--- config.mk ---
export PLATFORM = sky130hd
export DESIGN_NAME = edge_link_tx
export DESIGN_NICKNAME = d
export VERILOG_FILES = /design/src/rtl/elt_pkg.sv /design/src/rtl/elt_sync.sv /design/src/rtl/elt_quiet_timer.sv /design/src/rtl/edge_link_tx.sv
export SDC_FILE = /design/constraint.sdc
export NUM_CORES = 1
export LEC_CHECK = 0
export BUFFER_PORTS_ARGS = -buffer_cell sky130_fd_sc_hd__clkbuf_2
export CORE_MARGIN = 1
export CORE_UTILIZATION = 53
export CTS_CLUSTER_DIAMETER = 200
export CTS_CLUSTER_SIZE = 30
export DETAILED_ROUTE_END_ITERATION = 7
export GPL_TIMING_DRIVEN = 0
export PLACE_DENSITY_LB_ADDON = 0.15
export SYNTH_ARGS = -nofsm -noshare
export SYNTH_HDL_FRONTEND = slang
export SYNTH_SLANG_ARGS = --single-unit
--- constraint.sdc ---
create_clock -name clk_i -period 2.6 [get_ports clk_i]
set_clock_uncertainty 0.05 [all_clocks]
set_input_delay 0.26 -clock clk_i [delete_from_list [all_inputs] [get_ports clk_i]]
set_output_delay 0.26 -clock clk_i [all_outputs]
set_load 0.05 [all_outputs]
--- src/rtl/elt_pkg.sv ---
package elt_pkg;
  typedef enum logic [1:0] {
    SRC_NONE    = 2'd0,
    SRC_START   = 2'd1,
    SRC_EDGE    = 2'd2,
    SRC_REFRESH = 2'd3
  } sym_src_e;
endpackage

--- src/rtl/elt_sync.sv ---
module elt_sync #(
  parameter int STAGES = 2
) (
  input  logic clk_i,
  input  logic rst_ni,
  input  logic d_i,
  output logic q_o,
  output logic valid_o
);
  logic [STAGES-1:0] pipe_q;
  logic [STAGES-1:0] vld_q;

  always_ff @(posedge clk_i or negedge rst_ni) begin
    if (!rst_ni) begin
      pipe_q <= '0;
      vld_q  <= '0;
    end else begin
      pipe_q <= {pipe_q[STAGES-2:0], d_i};
      vld_q  <= {vld_q[STAGES-2:0], 1'b1};
    end
  end

  assign q_o     = pipe_q[STAGES-1];
  assign valid_o = vld_q[STAGES-1];

  generate
    if (STAGES == 2) begin : g_chk2
      AST_SYNC_DELAY: assert property (@(posedge clk_i) disable iff (!rst_ni)
        valid_o |-> (q_o == $past(d_i, 2)));
    end
  endgenerate
endmodule

--- src/rtl/elt_quiet_timer.sv ---
module elt_quiet_timer #(
  parameter int unsigned QUIET_CYCLES = 25000,
  localparam int CW = $clog2(QUIET_CYCLES + 1)
) (
  input  logic clk_i,
  input  logic rst_ni,
  input  logic restart_i,
  input  logic arm_i,
  output logic expire_o
);
  localparam logic [CW-1:0] LIMIT = CW'(QUIET_CYCLES);

  logic [CW-1:0] cnt_q;

  // saturates at LIMIT so a late enable fires at once
  always_ff @(posedge clk_i or negedge rst_ni) begin
    if (!rst_ni)              cnt_q <= '0;
    else if (restart_i)       cnt_q <= CW'(1);
    else if (cnt_q != LIMIT)  cnt_q <= cnt_q + CW'(1);
  end

  assign expire_o = arm_i && (cnt_q == LIMIT);

  AST_CNT_BOUND: assert property (@(posedge clk_i) disable iff (!rst_ni)
    cnt_q <= LIMIT);
  AST_RESTART: assert property (@(posedge clk_i) disable iff (!rst_ni)
    restart_i |=> (cnt_q == CW'(1)));
endmodule

--- src/rtl/edge_link_tx.sv ---
module edge_link_tx
  import elt_pkg::*;
#(
  parameter int unsigned CLK_FREQ_HZ  = 250_000_000,
  parameter int unsigned QUIET_NS     = 100_000,
  parameter int          SYNC_STAGES  = 2,
  parameter int unsigned QUIET_CYCLES =
    int'((64'(CLK_FREQ_HZ) * 64'(QUIET_NS)) / 64'd1_000_000_000)
) (
  input  logic clk_i,
  input  logic rst_ni,
  input  logic data_i,
  input  logic refresh_en_i,
  output logic sym_valid_o,
  output logic sym_level_o
);
  logic     sync_lvl, sync_vld;
  logic     primed_q, last_q, valid_q;
  logic     expire;
  logic     start_ev, edge_ev, refresh_ev, sym_ev;
  logic     next_lvl;
  sym_src_e src;

  elt_sync #(.STAGES(SYNC_STAGES)) u_sync (
    .clk_i   (clk_i),
    .rst_ni  (rst_ni),
    .d_i     (data_i),
    .q_o     (sync_lvl),
    .valid_o (sync_vld)
  );

  elt_quiet_timer #(.QUIET_CYCLES(QUIET_CYCLES)) u_timer (
    .clk_i     (clk_i),
    .rst_ni    (rst_ni),
    .restart_i (sym_ev),
    .arm_i     (refresh_en_i && primed_q),
    .expire_o  (expire)
  );

  assign start_ev   = sync_vld && !primed_q;
  assign edge_ev    = primed_q && (sync_lvl != last_q);
  assign refresh_ev = primed_q && expire;

  // start beats edge beats refresh
  always_comb begin
    if (start_ev)        src = SRC_START;
    else if (edge_ev)    src = SRC_EDGE;
    else if (refresh_ev) src = SRC_REFRESH;
    else                 src = SRC_NONE;
  end

  assign sym_ev   = (src != SRC_NONE);
  assign next_lvl = (src == SRC_REFRESH) ? last_q : sync_lvl;

  always_ff @(posedge clk_i or negedge rst_ni) begin
    if (!rst_ni) begin
      primed_q <= 1'b0;
      last_q   <= 1'b0;
      valid_q  <= 1'b0;
    end else begin
      valid_q <= sym_ev;
      if (sym_ev)   last_q   <= next_lvl;
      if (start_ev) primed_q <= 1'b1;
    end
  end

  assign sym_valid_o = valid_q;
  assign sym_level_o = last_q;

  AST_STEADY_SILENT: assert property (@(posedge clk_i) disable iff (!rst_ni)
    (sym_valid_o && $past(primed_q) && !$past(refresh_en_i))
      |-> (sym_level_o != $past(sym_level_o)));
  AST_START_SENT: assert property (@(posedge clk_i) disable iff (!rst_ni)
    $rose(primed_q) |-> sym_valid_o);
  AST_MERGE_EDGE_WINS: assert property (@(posedge clk_i) disable iff (!rst_ni)
    (edge_ev && refresh_ev) |=> (sym_valid_o && sym_level_o == $past(sync_lvl)));
  AST_REFRESH_KEEPS_LVL: assert property (@(posedge clk_i) disable iff (!rst_ni)
    (refresh_ev && !edge_ev) |=> (sym_valid_o && $stable(sym_level_o)));
  AST_QUIET_HOLD: assert property (@(posedge clk_i) disable iff (!rst_ni)
    !sym_valid_o |-> $stable(sym_level_o));
endmodule

==> results.txt <==
----------------------------------------------------
[Run status]
  Status ... finished clean

[Timing]
  Crit share post-route ... between 80 and 90%
  Number of hold-slack violations in the final timing report ... 0
  Final number of setup-violating endpoints ... 0
  Hold slack final ... 0.3167 ns
  Slew margin rel. ... 62.98%
  Number of pins exceeding their max-slew limit in the final report ... 0
  Setup repair after global routing missed its margin ... no
  Setup TNS ... 0 ns
  Post-layout min period ... ~2.3 ns
  Least-Margin Pin Slew ... ~0.56 ns
  Highest clock frequency the design can meet ... approximately 430 MHz

[Logic synthesis]
  Top_reg_cell synth ... sky130_fd_sc_hd__dfrtp_1
  Number of register bits inferred by synthesis ... 22
  Number of synthesis warnings ... 0
  Average footprint of a synthesized cell ... between 10 and 15 sq um
  Area of the mapped netlist ... about 1100 sq um
  EDFF count, synth ... 0
  Post-synthesis cell type count ... 36
  Proportion of synthesized chip area in sequential cells ... about 50%
  Share of flip-flops with an asynchronous set or reset ... 100.0%
  Number of instances in the synthesized netlist ... around 110
  Syn nets ... between 100 and 150

[Placed design]
  Post-Place Cells ... roughly 140
  Final GP Congestion ... 0.8094
  Detailed placement HPWL ... 1334 microns
  Number of port buffers ... 5

[Clock network]
  Worst-Skew Late Latency ... between 0.3 and 0.4 ns
  CTS H-tree depth ... 1
  Clock buffers created by TritonCTS ... 3
  Clock-pin slew reported for the worst setup and hold paths after clock tree synthesis ... about 0.12 ns
  Number of buffers between clock root and the deepest sink ... 2
  Root buffer cell ... sky130_fd_sc_hd__clkbuf_4
  TritonCTS clock tree ... built
  Buffers inserted by post-CTS timing repair ... 0
  Num Clock Sinks ... 22

[GRT]
  Wire length of the first global-routing pass ... approximately 3000 microns
  All-Layer GR Usage ... between 10% and 20%
  Pin count of the biggest net entering global routing ... 23
  Grt ovf ... 0
  Number of antenna violations at the first check in global routing ... 0
  Number of global-route vias before repair ... 663

[Setup path]
  Setup crit start ... u_timer.cnt_q[0]$_DFFE_PN0P_
  Type of element capturing the critical path ... flip-flop
  Count of buffer and inverter cells on the critical path ... 3
  CP startpoint kind ... flip-flop
  CP cell instances ... inv_1, ha_1, and4b_1, and4_1, buf_2, a32oi_1, ha_1, buf_4, nand2_1, mux2_1
  CP peak stage delay ... 0.43 ns
  Kind of cell adding the most delay to the critical path ... flip-flops
  CP Class ... flip-flop to flip-flop
  Critical Path Fanout Max ... 10
  Worst endpoint data arrival time ... 2.49 ns
  Cell type with the highest occurrence count on the critical path ... sky130_fd_sc_hd__ha_1
  Worst EP required ... 2.75 ns
  Worst path slowest cell ... sky130_fd_sc_hd__dfrtp_2
  R2R Path Start ... u_timer.cnt_q[0]$_DFFE_PN0P_

[Die]
  Area of the core region ... just under 2000 sq um
  DIE AREA ... 2261 sq um
  Site Rows ... 16
  Overall die width ... 47.56 microns
  Initial standard-cell utilization of the core ... a little under three fifths
  Ports placed on the boundary ... 6
  Die height ... ~48 microns

[Layout]
  NumNets Final ... approximately 130
  Area overhead of the layout relative to synthesis ... 12.40%
  Final cell count without fillers ... roughly 140
  Fraction of layout instances using a drive strength above 1 ... ~18%
  Diodes inserted ... 0

[Power and ir drop]
  Leakage component of the power ... roughly 0.00053 uW
  Power after layout ... 971.7 uW
  Max rail drop VDD ... slightly below 500 uV
  Ratio of total power to cell area ... roughly 790 nW/um^2

[Flow run]
  # Max-Cap Violations ... 0

[Detailed routing]
  Vias per std cell ... around 5.7
  Detail-routed net length per standard cell ... about 13 microns
  WL final ... 1887 microns
  Detailed-route via count ... between 800 and 900
  Detailed Routing Iterations Pass 1 ... 4
  Remaining antenna violation count after routing ... 0
  Initial drt markers ... 9
  DRC ... 0

[Min path]
  Hold path start ... u_sync.pipe_q[0]$_DFF_PN0_
  Min-Delay Path Class ... flip-flop to flip-flop

----------------------------------------------------
==> placed cells by master (no fill, tap or decap), types with 2 or more instances in the layout <==
master,synthesis,routed
sky130_fd_sc_hd__nand2_1,10,10
sky130_fd_sc_hd__nand4_2,2,2
sky130_fd_sc_hd__ha_1,4,4
sky130_fd_sc_hd__or3_2,2,2
sky130_fd_sc_hd__a21oi_1,9,9
sky130_fd_sc_hd__dlygate4sd3_1,0,2
sky130_fd_sc_hd__mux2i_1,3,3
sky130_fd_sc_hd__clkbuf_2,0,5
sky130_fd_sc_hd__clkbuf_4,0,3
sky130_fd_sc_hd__dfrtp_1,22,21
sky130_fd_sc_hd__nand3_1,3,3
sky130_fd_sc_hd__xnor2_1,2,2
sky130_fd_sc_hd__nor2_1,4,4
sky130_fd_sc_hd__nand2b_1,2,2
sky130_fd_sc_hd__or3_1,2,2
sky130_fd_sc_hd__o21ai_0,4,4
sky130_fd_sc_hd__nor4_1,2,2
sky130_fd_sc_hd__o31ai_1,4,4
sky130_fd_sc_hd__or4_1,4,4
sky130_fd_sc_hd__inv_1,7,7
==> registers in the layout (all words and copies together), names as in the netlist <==
register       flops
primed_q           1
sym_level_o        1
sym_valid_o        1
u_sync.pipe_q      2
u_sync.vld_q       2
u_timer.cnt_q     15
==> layout make-up <==
| cell class | count | area (sq um) |
|---|---|---|
| fill | 180 | 725.7 |
| sequential | 22 | 551.8 |
| multi-input combinational | 72 | 495.5 |
| timing repair buffer | 7 | 45.04 |
| inverter | 8 | 33.78 |
| tap | 27 | 33.78 |
| clock inverter | 1 | 30.03 |
| buffer | 3 | 23.77 |
| clock buffer | 3 | 22.52 |
==> synthesized netlist by cell type, types with 2 or more instances <==
library cell / n / area [sq um]
sky130_fd_sc_hd__nor4_1: 2 / 12.51
sky130_fd_sc_hd__o21ai_0: 4 / 20.02
sky130_fd_sc_hd__or4_1: 4 / 30.03
sky130_fd_sc_hd__or3_1: 2 / 12.51
sky130_fd_sc_hd__nand2_1: 10 / 37.54
sky130_fd_sc_hd__nand4_2: 2 / 25.02
sky130_fd_sc_hd__nand2b_1: 2 / 12.51
sky130_fd_sc_hd__dfrtp_1: 22 / 550.5
sky130_fd_sc_hd__or3_2: 2 / 15.01
sky130_fd_sc_hd__inv_1: 7 / 26.28
sky130_fd_sc_hd__a21oi_1: 9 / 45.04
sky130_fd_sc_hd__o31ai_1: 4 / 30.03
sky130_fd_sc_hd__xnor2_1: 2 / 17.52
sky130_fd_sc_hd__nor2_1: 4 / 15.01
sky130_fd_sc_hd__mux2i_1: 3 / 30.03
sky130_fd_sc_hd__ha_1: 4 / 50.05
sky130_fd_sc_hd__nand3_1: 3 / 15.01
==> routing by layer <==
layer | track usage [%] | up-vias | wire, microns
met1 | 27.49 | 417 | 912
met5 | 0 | - | 0
met2 | 29.32 | 5 | 934
li1 | - | 398 | -
met3 | 3.396 | 2 | 31
met4 | 6.667 | 0 | 9
==> power by group <==
part	internal, uW	total (uW)	switching (uW)
Clock	156	259	103
Sequential	384	422	38.8
Combinational	99.1	290	191
==> path summary, 6_finish.rpt <==
check                                                endpoint  slack [ns]  cells after the start
worst max-delay path             u_timer.cnt_q[0]$_DFFE_PN0P_        0.26                     10
worst min-delay path               u_sync.pipe_q[1]$_DFF_PN0_        0.32                      0
worst max register to register   u_timer.cnt_q[0]$_DFFE_PN0P_        0.26                     10
worst min register to register     u_sync.pipe_q[1]$_DFF_PN0_        0.32                      0
max in group asynchronous        u_timer.cnt_q[0]$_DFFE_PN0P_        1.69                      2
min in group asynchronous       u_timer.cnt_q[12]$_DFFE_PN0P_        0.42                      2
==> metrics by stage <==
step | area (sq um) | setup WS, ns | utilization [%]
global route | 1236 | 0.04067 | 63.01
finish | 1236 | 0.2624 | 63.01
floorplan | 1100 | 0.4458 | -
global placement | 1159 | 0.2084 | 59.06
CTS | 1231 | 0.1079 | 62.76
detailed placement | 1159 | 0.1485 | 59.06
==> kinds of logic after synthesis <==
group,synth area share [%]
flops,50.06
compound gates,10.01
fa+ha+maj,4.551
other cells,0.3410
simple gates,22.98
buf+inv,4.892
xor+xnor,2.390
mux,4.778
==> timing repair <==
| item | in CTS | in global routing |
|---|---|---|
| hold buffers | 2 | 0 |
| endpoints found under the hold margin | 23 | 0 |
| resized for setup | 0 | 2 |
| endpoints found under the setup margin | 0 | 10 |
(Power assumes the default switching activity.)
